<file path="src/rtl/seg_fault_pkg.sv">
package seg_fault_pkg;

    localparam int CTRL_W      = 4;
    localparam int CTRL_DS     = 3;
    localparam int CTRL_KEY_SV = 2;
    localparam int CTRL_KEY_PR = 1;
    localparam int CTRL_NX     = 0;
    localparam int CODE_W      = 32;

    typedef enum logic [1:0] {
        ACC_FETCH = 2'd0,
        ACC_LOAD  = 2'd1,
        ACC_STORE = 2'd2,
        ACC_ALT   = 2'd3
    } acc_kind_t;

    typedef enum logic [2:0] {
        DC_INT    = 3'd0,
        DC_FLOAT  = 3'd1,
        DC_RESV   = 3'd2,
        DC_EXTCTL = 3'd3,
        DC_CACHE  = 3'd4
    } data_class_t;

    typedef enum logic [1:0] {
        EXC_NONE  = 2'd0,
        EXC_INSTR = 2'd1,
        EXC_DATA  = 2'd2,
        EXC_ALIGN = 2'd3
    } exc_kind_t;

    localparam logic [2:0] PERM_NONE = 3'b000;
    localparam logic [2:0] PERM_R    = 3'b001;
    localparam logic [2:0] PERM_RW   = 3'b011;
    localparam logic [2:0] PERM_X    = 3'b100;
    localparam logic [2:0] PERM_RWX  = 3'b111;

    localparam logic [CODE_W-1:0] CODE_NX      = 32'h1000_0000;
    localparam logic [CODE_W-1:0] CODE_MISS_I  = 32'h4000_0000;
    localparam logic [CODE_W-1:0] CODE_MISS_L  = 32'h4000_0000;
    localparam logic [CODE_W-1:0] CODE_MISS_S  = 32'h4200_0000;
    localparam logic [CODE_W-1:0] CODE_PROT_I  = 32'h0800_0000;
    localparam logic [CODE_W-1:0] CODE_PROT_L  = 32'h0800_0000;
    localparam logic [CODE_W-1:0] CODE_PROT_S  = 32'h0A00_0000;
    localparam logic [CODE_W-1:0] CODE_RESV_L  = 32'h0400_0000;
    localparam logic [CODE_W-1:0] CODE_RESV_S  = 32'h0600_0000;
    localparam logic [CODE_W-1:0] CODE_EXT_L   = 32'h0410_0000;
    localparam logic [CODE_W-1:0] CODE_EXT_S   = 32'h0610_0000;

    typedef struct packed {
        logic              grant;
        logic [2:0]        perm;
        exc_kind_t         exc;
        logic [CODE_W-1:0] code;
        logic              far_wr;
    } verdict_t;

    function automatic logic [2:0] need_of(acc_kind_t k);
        unique case (k)
            ACC_FETCH: need_of = PERM_X;
            ACC_STORE: need_of = 3'b010;
            ACC_LOAD:  need_of = PERM_R;
            ACC_ALT:   need_of = PERM_R;
        endcase
    endfunction

    function automatic verdict_t grant_v(logic [2:0] p);
        verdict_t v;
        v.grant  = 1'b1;
        v.perm   = p;
        v.exc    = EXC_NONE;
        v.code   = '0;
        v.far_wr = 1'b0;
        return v;
    endfunction

    function automatic verdict_t instr_fault(logic [CODE_W-1:0] c);
        verdict_t v;
        v.grant  = 1'b0;
        v.perm   = PERM_NONE;
        v.exc    = EXC_INSTR;
        v.code   = c;
        v.far_wr = 1'b0;
        return v;
    endfunction

    function automatic verdict_t data_fault(exc_kind_t e, logic [CODE_W-1:0] c);
        verdict_t v;
        v.grant  = 1'b0;
        v.perm   = PERM_NONE;
        v.exc    = e;
        v.code   = c;
        v.far_wr = 1'b1;
        return v;
    endfunction

    function automatic verdict_t prot_deny(acc_kind_t k);
        if (k == ACC_FETCH)      return instr_fault(CODE_PROT_I);
        else if (k == ACC_STORE) return data_fault(EXC_DATA, CODE_PROT_S);
        else                     return data_fault(EXC_DATA, CODE_PROT_L);
    endfunction

    function automatic verdict_t miss_deny(acc_kind_t k);
        if (k == ACC_FETCH)      return instr_fault(CODE_MISS_I);
        else if (k == ACC_STORE) return data_fault(EXC_DATA, CODE_MISS_S);
        else                     return data_fault(EXC_DATA, CODE_MISS_L);
    endfunction

endpackage

</file>
<file path="src/rtl/seg_select.sv">
module seg_select
    import seg_fault_pkg::*;
#(
    parameter int AW   = 32,
    parameter int NSEG = 16
) (
    input  logic [NSEG*CTRL_W-1:0] seg_ctrl,
    input  logic [$clog2(NSEG)-1:0] seg_idx,
    input  logic                    user,
    output logic                    seg_ds,
    output logic                    seg_nx,
    output logic                    seg_key
);
    localparam int SEL_W = $clog2(NSEG);

    logic [NSEG-1:0] ds_vec;
    logic [NSEG-1:0] nx_vec;
    logic [NSEG-1:0] ksv_vec;
    logic [NSEG-1:0] kpr_vec;

    for (genvar g = 0; g < NSEG; g++) begin : g_seg
        assign ds_vec[g]  = seg_ctrl[g*CTRL_W + CTRL_DS];
        assign nx_vec[g]  = seg_ctrl[g*CTRL_W + CTRL_NX];
        assign ksv_vec[g] = seg_ctrl[g*CTRL_W + CTRL_KEY_SV];
        assign kpr_vec[g] = seg_ctrl[g*CTRL_W + CTRL_KEY_PR];
    end

    always_comb begin
        seg_ds  = ds_vec[seg_idx];
        seg_nx  = nx_vec[seg_idx];
        seg_key = user ? kpr_vec[seg_idx] : ksv_vec[seg_idx];
    end

    if (SEL_W < 1 || AW < SEL_W) begin : g_bad_cfg
        initial $error("seg_select: segment count does not fit the address");
    end

endmodule

</file>
<file path="src/rtl/pp_decode.sv">
module pp_decode
    import seg_fault_pkg::*;
(
    input  logic       key,
    input  logic [1:0] pp,
    input  logic       nx,
    output logic [2:0] perm
);
    logic [2:0] rw;

    always_comb begin
        unique case ({key, pp})
            3'b000:  rw = PERM_RW;
            3'b001:  rw = PERM_RW;
            3'b010:  rw = PERM_RW;
            3'b011:  rw = PERM_R;
            3'b100:  rw = PERM_NONE;
            3'b101:  rw = PERM_R;
            3'b110:  rw = PERM_RW;
            3'b111:  rw = PERM_R;
        endcase
        perm = nx ? rw : (rw | PERM_X);
    end

endmodule

</file>
<file path="src/rtl/ds_path.sv">
module ds_path
    import seg_fault_pkg::*;
(
    input  acc_kind_t   kind,
    input  logic [2:0]  dclass,
    input  logic        key,
    output verdict_t    verdict
);
    logic [2:0] int_perm;
    logic [2:0] need;

    always_comb begin
        int_perm = key ? PERM_RW : PERM_R;
        need     = need_of(kind);
        if (kind == ACC_FETCH) begin
            verdict = instr_fault(CODE_NX);
        end else begin
            case (dclass)
                DC_FLOAT:  verdict = data_fault(EXC_ALIGN, '0);
                DC_RESV:   verdict = data_fault(EXC_DATA,
                               (kind == ACC_STORE) ? CODE_RESV_S : CODE_RESV_L);
                DC_EXTCTL: verdict = data_fault(EXC_DATA,
                               (kind == ACC_STORE) ? CODE_EXT_S : CODE_EXT_L);
                DC_CACHE:  verdict = grant_v(PERM_NONE);
                default: begin
                    if ((need & int_perm) == need) verdict = grant_v(int_perm);
                    else                           verdict = prot_deny(kind);
                end
            endcase
        end
    end

endmodule

</file>
<file path="src/rtl/seg_fault_cls.sv">
module seg_fault_cls
    import seg_fault_pkg::*;
#(
    parameter int AW        = 32,
    parameter int NSEG      = 16,
    parameter int PAGE_BITS = 12
) (
    input  logic                   clk,
    input  logic                   rst_n,
    input  logic                   req_valid,
    input  logic [AW-1:0]          req_ea,
    input  logic [1:0]             req_kind,
    input  logic [2:0]             req_class,
    input  logic                   req_user,
    input  logic                   req_real,
    input  logic [NSEG*4-1:0]      seg_ctrl,
    input  logic                   blk_hit,
    input  logic [2:0]             blk_prot,
    input  logic [AW-1:0]          blk_ra,
    input  logic                   pte_found,
    input  logic [1:0]             pte_pp,
    input  logic [AW-PAGE_BITS-1:0] pte_rpn,
    output logic                   rsp_valid,
    output logic                   rsp_grant,
    output logic [2:0]             rsp_perm,
    output logic [AW-1:0]          rsp_ra,
    output logic [1:0]             rsp_exc,
    output logic [31:0]            rsp_code,
    output logic                   rsp_far_wr,
    output logic [AW-1:0]          rsp_far
);
    localparam int SEL_W = $clog2(NSEG);
    localparam int RPN_W = AW - PAGE_BITS;

    typedef enum logic {
        ST_IDLE = 1'b0,
        ST_DONE = 1'b1
    } state_t;

    state_t state_q;
    state_t state_d;

    acc_kind_t  kind;
    logic       seg_ds;
    logic       seg_nx;
    logic       seg_key;
    logic [2:0] pg_perm;
    logic [2:0] need;
    verdict_t   ds_v;
    verdict_t   v;
    logic [AW-1:0] ra_n;

    assign kind = acc_kind_t'(req_kind);
    assign need = need_of(kind);

    seg_select #(.AW(AW), .NSEG(NSEG)) u_sel (
        .seg_ctrl (seg_ctrl),
        .seg_idx  (req_ea[AW-1 -: SEL_W]),
        .user     (req_user),
        .seg_ds   (seg_ds),
        .seg_nx   (seg_nx),
        .seg_key  (seg_key)
    );

    pp_decode u_pp (
        .key  (seg_key),
        .pp   (pte_pp),
        .nx   (seg_nx),
        .perm (pg_perm)
    );

    ds_path u_ds (
        .kind    (kind),
        .dclass  (req_class),
        .key     (seg_key),
        .verdict (ds_v)
    );

    // Priority chain: real, block, direct store, no-execute, miss, protection
    always_comb begin
        v    = '0;
        ra_n = '0;
        if (req_real) begin
            v    = grant_v(PERM_RWX);
            ra_n = req_ea;
        end else if (blk_hit) begin
            if ((need & blk_prot) == need) begin
                v    = grant_v(blk_prot);
                ra_n = blk_ra;
            end else begin
                v = prot_deny(kind);
            end
        end else if (seg_ds) begin
            v = ds_v;
            if (ds_v.grant) ra_n = req_ea;
        end else if (kind == ACC_FETCH && seg_nx) begin
            v = instr_fault(CODE_NX);
        end else if (!pte_found) begin
            v = miss_deny(kind);
        end else if ((need & pg_perm) == need) begin
            v    = grant_v(pg_perm);
            ra_n = {pte_rpn[RPN_W-1:0], req_ea[PAGE_BITS-1:0]};
        end else begin
            v = prot_deny(kind);
        end
    end

    // State register
    always_ff @(posedge clk) begin
        if (!rst_n) state_q <= ST_IDLE;
        else        state_q <= state_d;
    end

    // Transitions T_ACCEPT, T_STREAM, T_DRAIN
    always_comb begin
        unique case (state_q)
            ST_IDLE: state_d = req_valid ? ST_DONE : ST_IDLE;
            ST_DONE: state_d = req_valid ? ST_DONE : ST_IDLE;
        endcase
    end

    // Output registers
    always_ff @(posedge clk) begin
        if (!rst_n || !req_valid) begin
            rsp_grant  <= 1'b0;
            rsp_perm   <= '0;
            rsp_ra     <= '0;
            rsp_exc    <= EXC_NONE;
            rsp_code   <= '0;
            rsp_far_wr <= 1'b0;
            rsp_far    <= '0;
        end else begin
            rsp_grant  <= v.grant;
            rsp_perm   <= v.perm;
            rsp_ra     <= ra_n;
            rsp_exc    <= v.exc;
            rsp_code   <= v.code;
            rsp_far_wr <= v.far_wr;
            rsp_far    <= v.far_wr ? req_ea : '0;
        end
    end

    assign rsp_valid = (state_q == ST_DONE);

endmodule

</file>
<file path="config.mk">
export PLATFORM = sky130hd
export DESIGN_NAME = seg_fault_cls
export DESIGN_NICKNAME = d
export VERILOG_FILES = /design/src/rtl/seg_fault_pkg.sv /design/src/rtl/seg_select.sv /design/src/rtl/pp_decode.sv /design/src/rtl/ds_path.sv /design/src/rtl/seg_fault_cls.sv
export SDC_FILE = /design/constraint.sdc
export NUM_CORES = 1
export LEC_CHECK = 0
export CORE_AREA = 2 2 105 107
export CTS_BUF_LIST = sky130_fd_sc_hd__clkbuf_16
export DETAILED_ROUTE_END_ITERATION = 7
export DIE_AREA = 0 0 107 109
export DONT_BUFFER_PORTS = 1
export SLEW_MARGIN = 20
export SYNTH_ARGS = -nofsm -noshare
export SYNTH_HDL_FRONTEND = slang
export SYNTH_SLANG_ARGS = --single-unit
export TNS_END_PERCENT = 30
</file>
<file path="constraint.sdc">
create_clock -name clk -period 2.08 [get_ports clk]
set_input_delay 0.208 -clock clk [delete_from_list [all_inputs] [get_ports clk]]
set_output_delay 0.208 -clock clk [all_outputs]
set_load 0.005 [all_outputs]
</file>
==> impl_metrics.ini <==
[cts]
cts_buffers = 9
clock_path_buffers = 2
cts_max_level = 3
post_cts_buffers = 0
cts_root_buf = clkbuf_16
path_clk_slew_ps = 60
cts.sink_count = 78
cts_tree = built

[yosys]
postSynthCellCount = 393
yosysWarnings = 0
synth_area_sq_um = 3790
synth-seq-area-share_pct = 41.2
ys_ff_latch = 78
synth_area_leader_cell = dfxtp_1
ys_types = 52
synth_area_leaders = dfxtp_1 41%, mux2i_1 6.9%, and2_1 5.4%, buf_4 5.1%, a221o_1 5.0%
async_reset_ff_share_pct = 0
ys.flop_type = dfxtp_1
synth_edf_count = 0
syn_avg_cell_area_sq_um = 9.65
synth_top_area_share_pct = 41.2

[sta]
rsz0062_at_grt = no
drv_slew = 0
finalSetupViolations = 0
fmax_mhz = 544
min_period_ps = 1840
tns_ps = 0
hold_ws_ps = 14.1
slew_headroom_pct = 55.3
max_slew.worst_pin.slew_ps = 670
period_share_pct = 88.4
setup_ws_ps = 240
hold_viol = 0

[hold_path]
hold_path_depth = 2
hp-start = blk_hit
min_path_type = input pin to flip-flop

[worst_setup_path]
cp.required_ps = 2330
cp-start-kind = input pin
crit_type = input pin to flip-flop
cp.arrival_ps = 2090
crit_start = req_ea[30]
path_max_fanout = 14
cp-end-kind = flip-flop

[die]
die_h_um = 109
core_area_sq_um = 10600
die-area_sq_um = 11700
pin_count = 269
die_w_um = 107
rows = 38
start_util_pct = 35.8

[pwr]
power_density_nw_per_um2 = 764
clockPowerShare_pct = 41.9
seqPwrFrac_pct = 44.7
p_int_w = 0.00261
leakage_nw = 1.94
vdd_drop_max_mv = 0.331
switching_power_w = 0.000918
combPwrFrac_pct = 13.3
p_sw_share_pct = 26.1

[grt]
grt-ovfl-total = 0
grt_pass1_wl_um = 17400
grtUsageTotal_pct = 19.6
grt_max_degree = 33
grt_pass1_vias = 3202
antenna_found_initial = 0

[detailed_routing]
antenna_left = 0
via_count = 3213
wire_per_inst_um = 20.3
initialDrtViolationCount = 202
wirelength_um = 12000
viasPerCell = 5.46
dr.pass1.iters = 4
drc = 0

[placed_design]
routabilityCongestion = 0.852
dp_hpwl_um = 8830
place_inst = 532
preCtsSetupSlack_ps = -203
place_area_sq_um = 3920
port_buffers = 0

[layout]
antenna_cells = 0
instances_no_fill = 589
area.growth.synth_to_final_pct = 21.7
fin_area_sq_um = 4610
drive_gt1_share_pct = 12.7
layout.nets = 609

[flow_run]
maxCapViolCount = 0

[run_status]
status = completed
## area by class of cell
type | count | area [sq um]
Fill cell | 990 | 5990
Tap cell | 140 | 175
Clock inverter | 7 | 56.3
Timing Repair Buffer | 65 | 628
Multi-Input combinational cell | 283 | 1940
Inverter | 7 | 26.3
Clock buffer | 9 | 225
Sequential cell | 78 | 1560
## metrics by stage
step,util (%),total power (W)
floorplan,-,0.00196
global placement,36.9,0.00201
detailed placement,36.9,0.00201
CTS,43.2,0.00356
global route,43.5,0.00369
finish,43.5,0.00352
## cells in the mapped netlist, types with 4 or more instances
library cell and instances:
buf_4 26, dfxtp_1 78, a31oi_1 6, inv_1 7
and2_1 33, mux2i_1 26, nor2_1 14, clkbuf_1 13
nand2_1 33, buf_6 8, a311oi_1 12, a211oi_1 4
nor3_1 5, a21oi_1 19, and3_1 20, a221o_1 19
a22oi_1 8, nand3_1 7
## critical path: stages
cell and delay (ps):
nor2b_1 300, a22oi_1 150, a21oi_1 230, buf_4 160
a22oi_2 90, a21boi_2 190, and3_4 240, nand2_2 200
buf_4 210, o22ai_1 110
## repair_timing
item,CTS,global route
gates resized for setup,0,1
setup endpoints to repair,0,19
hold endpoints to repair,37,2
hold buffers,38,3
## flip-flops by register name (all words and copies together), names as in the netlist
register,cells
rsp_far,32
rsp_ra,32
rsp_code,6
rsp_perm,3
rsp_exc,2
rsp_far_wr,1
rsp_grant,1
rsp_valid,1
## kinds of logic after synthesis
kind of cell	after synthesis	share of synthesized area [%]
and+or+nand+nor	132	18.7
AOI/OAI and AO/OA	94	19.7
buffers and inverters	57	10.7
other	1	0.0989
DFF	78	41.2
xor gates and xnor gates	1	0.231
muxes	30	9.44
## per-layer routing
metal / up-vias / wire, um / global-route usage (%)
li1: 1494 / - / -
met1: 1501 / 4410 / 20.4
met2: 199 / 6140 / 35.1
met3: 19 / 1170 / 8.25
met4: 0 / 236 / 7.33
met5: - / 0 / 0
## power groups by stage
| stage | logic [W] | clock network, W | registers (W) |
|---|---|---|---|
| 2_1_floorplan | 0.000358 | 0 | 0.00160 |
| 3_3_place_gp | 0.000395 | 0 | 0.00161 |
| 3_5_place_dp | 0.000400 | 0 | 0.00161 |
| 4_1_cts | 0.000463 | 0.00152 | 0.00158 |
| 5_1_grt | 0.000515 | 0.00159 | 0.00158 |
| 6_report | 0.000470 | 0.00148 | 0.00158 |
## cell usage in the layout, fill, tap and decap left out, types with 4 or more instances in the layout
master / n
a211oi_1: 4
inv_1: 7
nor3_1: 5
a31oi_1: 6
conb_1: 26
a221o_1: 19
and2_1: 33
a21oi_1: 19
nand2_1: 33
dlygate4sd3_1: 41
dfxtp_1: 78
nor2_1: 13
a22oi_1: 7
buf_4: 21
nand3_1: 7
mux2i_1: 26
and3_1: 20
clkbuf_16: 9
a311oi_1: 12
## path summary, 6_finish.rpt
check,endpoint,slack (ps)
worst max-delay path,rsp_perm[2],240
worst min-delay path,rsp_code[27],10
Power figures use the tool's default switching activity.
